$ cat config.mk
export PLATFORM = sky130hd
export DESIGN_NAME = vsbal_integrator
export DESIGN_NICKNAME = d
export VERILOG_FILES = /design/src/rtl/vsbal_pkg.sv /design/src/rtl/vsbal_sync.sv /design/src/rtl/vsbal_half.sv /design/src/rtl/vsbal_integrator.sv
export SDC_FILE = /design/constraint.sdc
export NUM_CORES = 1
export LEC_CHECK = 0
export BUFFER_PORTS_ARGS = -buffer_cell sky130_fd_sc_hd__clkbuf_2
export CORE_MARGIN = 1
export CORE_UTILIZATION = 54
export CTS_CLUSTER_DIAMETER = 40
export DETAILED_ROUTE_END_ITERATION = 16
export PLACE_DENSITY = 0.87
export SYNTH_ARGS = -nofsm -noshare
export SYNTH_HDL_FRONTEND = slang
export SYNTH_SLANG_ARGS = --single-unit
export TNS_END_PERCENT = 1
$ cat constraint.sdc
create_clock -name clk -period 5.2 [get_ports clk]
set_clock_uncertainty 0.05 [all_clocks]
set_input_delay 0.78 -clock clk [delete_from_list [all_inputs] [get_ports clk]]
set_output_delay 0.78 -clock clk [all_outputs]
set_load 0.1 [all_outputs]
$ cat src/rtl/vsbal_pkg.sv
package vsbal_pkg;

    localparam int AMP_W       = 16;
    localparam int CNT_W       = 12;
    localparam int ACC_W       = AMP_W + CNT_W;
    localparam int ERR_W       = ACC_W + 1;
    localparam int INT_W       = 40;
    localparam int SYNC_STAGES = 2;
    localparam int NUM_HALVES  = 2;

    typedef logic [AMP_W-1:0]        amp_t;
    typedef logic [CNT_W-1:0]        cnt_t;
    typedef logic [ACC_W-1:0]        acc_t;
    typedef logic signed [ERR_W-1:0] err_t;
    typedef logic signed [INT_W-1:0] integ_t;

    typedef struct packed {
        logic done;
        cnt_t cnt;
        acc_t sum;
    } half_res_t;

    typedef enum logic [1:0] {
        OUT_NONE  = 2'd0,
        OUT_GOOD  = 2'd1,
        OUT_FAULT = 2'd2
    } outcome_e;

    function automatic err_t sum_diff(acc_t p, acc_t n);
        return $signed({1'b0, p}) - $signed({1'b0, n});
    endfunction

    function automatic integ_t sat_add(integ_t a, err_t b);
        logic signed [INT_W:0] s;
        s = $signed({a[INT_W-1], a}) + $signed({{(INT_W+1-ERR_W){b[ERR_W-1]}}, b});
        if (s[INT_W] != s[INT_W-1])
            return s[INT_W] ? integ_t'({1'b1, {(INT_W-1){1'b0}}})
                            : integ_t'({1'b0, {(INT_W-1){1'b1}}});
        return integ_t'(s[INT_W-1:0]);
    endfunction

endpackage

$ cat src/rtl/vsbal_sync.sv
module vsbal_sync #(
    parameter int STAGES = 2
) (
    input  logic clk,
    input  logic rst,
    input  logic d_i,
    output logic lvl_o,
    output logic lvl_prev_o
);
    logic [STAGES:0] sr_q;

    always_ff @(posedge clk) begin
        if (rst) sr_q <= '0;
        else     sr_q <= {sr_q[STAGES-1:0], d_i};
    end

    assign lvl_o      = sr_q[STAGES-1];
    assign lvl_prev_o = sr_q[STAGES];
endmodule

$ cat src/rtl/vsbal_half.sv
module vsbal_half
    import vsbal_pkg::*;
(
    input  logic      clk,
    input  logic      rst,
    input  logic      lvl_i,
    input  logic      lvl_prev_i,
    input  amp_t      amp_i,
    output half_res_t res_o
);
    cnt_t      cnt_q;
    acc_t      acc_q;
    half_res_t res_q;

    always_ff @(posedge clk) begin
        if (rst) begin
            cnt_q <= '0;
            acc_q <= '0;
            res_q <= '0;
        end else begin
            res_q.done <= 1'b0;
            if (lvl_i && !lvl_prev_i) begin
                cnt_q <= cnt_t'(1);
                acc_q <= {{(ACC_W-AMP_W){1'b0}}, amp_i};
            end else if (lvl_i) begin
                if (cnt_q != '1) begin
                    cnt_q <= cnt_q + cnt_t'(1);
                    acc_q <= acc_q + {{(ACC_W-AMP_W){1'b0}}, amp_i};
                end
            end else if (lvl_prev_i) begin
                res_q.cnt  <= cnt_q;
                res_q.sum  <= acc_q;
                res_q.done <= 1'b1;
            end
        end
    end

    assign res_o = res_q;

    assert_done_pulse_R2: assert property (@(posedge clk) disable iff (rst)
        res_q.done |=> !res_q.done);

    assert_width_nonzero_R1: assert property (@(posedge clk) disable iff (rst)
        res_q.done |-> (res_q.cnt != '0));

    assert_start_fresh_R3: assert property (@(posedge clk) disable iff (rst)
        (lvl_i && !lvl_prev_i) |=> (acc_q <= acc_t'({AMP_W{1'b1}})));
endmodule

$ cat src/rtl/vsbal_integrator.sv
module vsbal_integrator
    import vsbal_pkg::*;
(
    input  logic                    clk,
    input  logic                    rst,
    input  logic                    pos_det_i,
    input  logic                    neg_det_i,
    input  logic [AMP_W-1:0]        amp_i,
    input  logic                    int_clr_i,
    input  logic                    int_load_i,
    input  logic signed [INT_W-1:0] int_load_val_i,
    output logic [CNT_W-1:0]        pos_cnt_o,
    output logic [CNT_W-1:0]        neg_cnt_o,
    output logic signed [ERR_W-1:0] err_o,
    output logic signed [INT_W-1:0] integ_o,
    output logic                    period_done_o,
    output logic                    fault_o
);
    logic [NUM_HALVES-1:0] det, lvl, lvl_prev, done_now;
    half_res_t             res [NUM_HALVES];

    assign det = {neg_det_i, pos_det_i};

    for (genvar g = 0; g < NUM_HALVES; g++) begin : g_half
        vsbal_sync #(.STAGES(SYNC_STAGES)) u_sync (
            .clk        (clk),
            .rst        (rst),
            .d_i        (det[g]),
            .lvl_o      (lvl[g]),
            .lvl_prev_o (lvl_prev[g])
        );
        vsbal_half u_half (
            .clk        (clk),
            .rst        (rst),
            .lvl_i      (lvl[g]),
            .lvl_prev_i (lvl_prev[g]),
            .amp_i      (amp_i),
            .res_o      (res[g])
        );
        assign done_now[g] = res[g].done;
    end

    logic [NUM_HALVES-1:0] seen_q, have;
    logic                  ovl_q, bad;
    err_t                  diff_now, err_q;
    integ_t                integ_q;
    logic                  done_q, fault_q;
    outcome_e              outcome;

    assign have     = seen_q | done_now;
    assign bad      = ovl_q | (&lvl);
    assign diff_now = sum_diff(res[0].sum, res[1].sum);

    always_comb begin
        outcome = OUT_NONE;
        if (&have) outcome = bad ? OUT_FAULT : OUT_GOOD;
    end

    always_ff @(posedge clk) begin
        if (rst) begin
            seen_q  <= '0;
            ovl_q   <= 1'b0;
            err_q   <= '0;
            done_q  <= 1'b0;
            fault_q <= 1'b0;
        end else begin
            done_q  <= (outcome == OUT_GOOD);
            fault_q <= (outcome == OUT_FAULT);
            if (outcome == OUT_NONE) begin
                seen_q <= have;
                ovl_q  <= bad;
            end else begin
                seen_q <= '0;
                ovl_q  <= 1'b0;
            end
            if (outcome == OUT_GOOD) err_q <= diff_now;
        end
    end

    always_ff @(posedge clk) begin
        if (rst)                     integ_q <= '0;
        else if (int_clr_i)          integ_q <= '0;
        else if (int_load_i)         integ_q <= int_load_val_i;
        else if (outcome == OUT_GOOD) integ_q <= sat_add(integ_q, diff_now);
    end

    assign pos_cnt_o     = res[0].cnt;
    assign neg_cnt_o     = res[1].cnt;
    assign err_o         = err_q;
    assign integ_o       = integ_q;
    assign period_done_o = done_q;
    assign fault_o       = fault_q;

    assert_clear_R7: assert property (@(posedge clk) disable iff (rst)
        int_clr_i |=> (integ_q == '0));

    assert_load_R8: assert property (@(posedge clk) disable iff (rst)
        (int_load_i && !int_clr_i) |=> (integ_q == $past(int_load_val_i)));

    assert_hold_R5: assert property (@(posedge clk) disable iff (rst)
        (!int_clr_i && !int_load_i) |=> ($stable(integ_q) || done_q));

    assert_strobe_excl_R9: assert property (@(posedge clk) disable iff (rst)
        !(done_q && fault_q));

    assert_fault_keeps_R9: assert property (@(posedge clk) disable iff (rst)
        (fault_q && !$past(int_clr_i) && !$past(int_load_i)) |-> $stable(integ_q));

    assert_no_wrap_R6: assert property (@(posedge clk) disable iff (rst)
        (done_q && !err_q[ERR_W-1] && !$past(int_clr_i) && !$past(int_load_i))
            |-> ($signed(integ_q) >= $signed($past(integ_q))));
endmodule

==> impl_results.md <==
* Initial antenna violation count at 0
* Final Total Pwr at 5400 uW
* Largest net degree at the start of global routing at between 90 and 100
* Syn nets at 2,121
* Commonest non-fill, non-tap cell in the layout: nand2_1
* Rel. slew slack at about 16%
* Largest family of logic cells by synthesized area: simple AND/OR/NAND/NOR gates
* Commonest cells after routing, fill and taps aside: nand2_1 (325), a21oi_1 (249), dfxtp_1 (242)
* Layout cells sized above 1 at between 10% and 20%
* Seq pwr share at a little over a third
* Reg2Reg Launch Point: g_half[0].u_half.res_o[0]$_SDFFE_PP0P_
* TritonRoute pass-1 iters at 8
* Worst-margin pin slew at ~1.3 ns
* Fin worst setup slack at -0.130 ns
* CP Launch Type: flop
* Switch share at 26.9%
* VDD IR max at about 0.26 mV
* Critical Path Start: g_half[0].u_half.res_o[0]$_SDFFE_PP0P_
* Hold endpoint: g_half[1].u_sync.sr_q[1]$_SDFF_PP0_
* Psw at 1450 uW
* DP Worst Slack at -0.262 ns
* Crit path max fanout at 12
* Area occupied by multi-input gates at 9310 sq um
* Crit-path slowest cell: maj3_1
* Die width at 167 um
* Detailed placement HPWL at 29.8 mm
* CTS clk-pin slew, worst paths at 0.05 ns
* Tmin final at 5.33 ns
* CP Buf/Inv Count at 4
* Die area at 28,000 sq um
* Achievable Freq at 0.188 GHz
* CORE AREA at roughly 27,000 sq um
* Root Buffer: clkbuf_16
* CP top delay family: compound AO/OA/AOI/OAI gates
* Reg2Reg Depth at 27
* Power per Cell Area at a little over 300 nW/um^2
* Hold path cells at 1
* HP Start: g_half[1].u_sync.sr_q[0]$_SDFF_PP0_
* Cell internal pwr at between 3000 and 4000 uW
* Synthesized cell area at 14,700 sq um
* CTS sink cnt at 242
* DRT iter0 DRCs at approximately 1,700
* First-pass GRT wire length at approximately 67 mm
* CP required at 5.61 ns
* CTS tree: done
* RSZ-0062 raised after global routing: yes
* Failing checks: negative setup slack
* Initial Util at between 50% and 60%
* Hold slack at 0.382 ns
* Clock Power Share at between 50% and 60%
* EDFF count, synth at 0
* Vias at ~15,000
* GPL Wtd Cong at 0.955
* Port bufs at ~160
* Placed Cells at between 2,000 and 2,500
* #FFs+latches synth at roughly 240
* Nets@finish at 2,271
* Final setup vio count at 7
* WL per Instance at around 17 um
* Clk_lat worst skew at approximately 0.53 ns
* Synth Area in Simple Gates at a little under a quarter
* DR DRC count at 0
* Cts bufs inserted at 38
* Die height at approximately 170 um
* Share of total power in combinational logic at a little over an eighth
* Antenna Cells at 0
* RR Endpoint: integ_o[1]$_SDFFE_PP0P_
* Number of cell rows at 60
* P&R area growth vs syn at 20.6%
* Crit. End Element: flop
* GRT Total Usage at about 29%
* Vias/cell at roughly 6.1
* Post-synthesis sequential area ratio at 32.9%
* Vias in the first global route at between 10,000 and 15,000
* Post-synthesis mux area share at 0.289%
* Outcome: finished, violations left
* Worst endpoint data arrival time at 5.74 ns
* Critical path's largest stage delay at 0.38 ns
* Reg2reg setup slack at -0.13 ns
* Synth Area in Adders at about a tenth
* # H-tree levels at 2
* Antenna-violating nets left at 0
* Overflow after GRT at 0
* Worst hold path class: flop to flop
* Storage cell area at 4840 sq um
* Compound-cell area share of the yosys netlist at a little over a fifth
* I/O Pins at between 150 and 200
* Drt total wl at between 40 and 50 mm
* Max-cap violations at 0
* Final Hold Fails at 0
* Final non-filler cell total at 2,473
* Post-Syn Instances at between 1,500 and 2,000
* Synth Area in XOR/XNOR at about 6.1%
* Avg Cell Area, Syn at ~7.6 sq um
* Final Cycle Share at 103%
* Leakage at 0.00744 uW
* Clock Tree Buf Depth at 3
* Filler cell count at 2,096
* Ys flop type: dfxtp_1
* Async S/R FF share, synth at 0%
* Synth warnings at 0
* Cell variety after synth at 83
* Worst Setup Path Type: flop to flop
* Final Max Slew Viols at 0
## timing repair
item,4_1_cts,5_1_grt
resized for setup,18,39
hold buffers,0,0
cloned,1,1
pin swaps,9,20
setup endpoints to repair,40,40
buffers inserted,6,6
## worst max-delay path by stage
stage                                     endpoint  slack [ns]  depth (start not counted)
after floorplan           integ_o[36]$_SDFFE_PP0P_         0.1                         25
after global placement     integ_o[0]$_SDFFE_PP0P_      -0.004                         27
after detailed placement  integ_o[36]$_SDFFE_PP0P_       -0.26                         25
after CTS                 integ_o[36]$_SDFFE_PP0P_       0.005                         23
after global routing       integ_o[1]$_SDFFE_PP0P_       -0.36                         24
final                      integ_o[1]$_SDFFE_PP0P_       -0.13                         27
## metrics by stage
stage / setup TNS [ns] / utilization, % / area [sq um]
2_1_floorplan: 0 / - / 14700
3_3_place_gp: -0.00531 / 59.3 / 15900
3_5_place_dp: -5.95 / 59.3 / 15900
4_1_cts: 0 / 65.1 / 17500
5_1_grt: -9.12 / 66.1 / 17800
6_report: -0.391 / 66.1 / 17800
## logic make-up after synthesis
kind of cell,after synthesis
buf+inv,204
xor+xnor,103
fa+ha+maj,109
mux,4
compound gates,516
flops,242
simple gates,774
## worst reg2reg max path, stage by stage (launching register included)
cell,delay [ns]
dfxtp_1,0.31
inv_1,0.06
ha_2,0.19
fa_2,0.21
nand2b_4,0.12
a21boi_2,0.05
o21a_1,0.19
a41o_1,0.24
o21ai_2,0.23
nand3_2,0.12
a221oi_2,0.28
nor2b_1,0.10
o21a_1,0.20
nor2_2,0.19
buf_12,0.17
ha_1,0.26
buf_4,0.15
a21o_1,0.18
a21oi_2,0.15
o21ai_1,0.09
a221o_1,0.36
a2bb2oi_2,0.20
o21ai_4,0.11
or2_1,0.24
buf_4,0.15
maj3_1,0.38
o21ai_1,0.13
and3_1,0.15
## cells in the mapped netlist, types with 9 or more instances
| cell | n | area, sq um |
|---|---|---|
| ha_1 | 103 | 1290 |
| buf_2 | 14 | 70.1 |
| a211oi_1 | 14 | 105 |
| buf_4 | 24 | 180 |
| nor2b_1 | 22 | 138 |
| nand2b_1 | 19 | 119 |
| o21bai_1 | 13 | 97.6 |
| nor2_1 | 172 | 646 |
| xor2_1 | 36 | 315 |
| dfxtp_1 | 242 | 4840 |
| a21oi_1 | 256 | 1280 |
| nand4_1 | 19 | 119 |
| nor3_1 | 63 | 315 |
| or3_1 | 18 | 113 |
| o21ai_0 | 52 | 260 |
| o21ai_1 | 10 | 50.1 |
| clkbuf_1 | 80 | 300 |
| a31oi_1 | 33 | 206 |
| a21o_1 | 41 | 308 |
| buf_1 | 9 | 33.8 |
| inv_1 | 77 | 289 |
| o21a_1 | 10 | 75.1 |
| and3_1 | 22 | 138 |
| xnor2_1 | 67 | 587 |
| nand3_1 | 66 | 330 |
| nand2_1 | 326 | 1220 |
## power by group through the flow
stage / Clock, uW / Sequential [uW] / Combinational (uW)
floorplan: 0 / 2010 / 388
global placement: 0 / 1950 / 636
detailed placement: 0 / 1950 / 655
CTS: 2810 / 1910 / 669
global route: 2890 / 1910 / 761
finish: 2780 / 1910 / 713
## routing by layer
layer,track usage [%],share of wire (%),vias to the layer above
met5,0,0,-
met2,49.8,47,797
met1,35.9,41,6997
met3,4.37,8.5,149
li1,-,-,7123
met4,12.0,3.9,0
## flip-flops by register name, summed over array words and instances, names as in the netlist, 2 cells and up
| signal | count |
|---|---|
| g_half.u_half.res_o | 82 |
| g_half.u_half.acc_q | 56 |
| g_half.u_sync.sr_q | 6 |
| integ_o | 40 |
| g_half.u_half.cnt_q | 24 |
| seen_q | 2 |
| err_o | 29 |
## cell type report
| type | count | area share [%] |
|---|---|---|
| clock buffers | 45 | 5.84 |
| flip-flops and latches | 242 | 27.3 |
| inverters | 77 | 1.63 |
| repair buffers | 237 | 8.35 |
| clock inverters | 25 | 2.10 |
| well taps | 341 | 2.40 |
| multi-input cells | 1506 | 52.4 |
No activity file was read; power rests on OpenSTA's default activity.
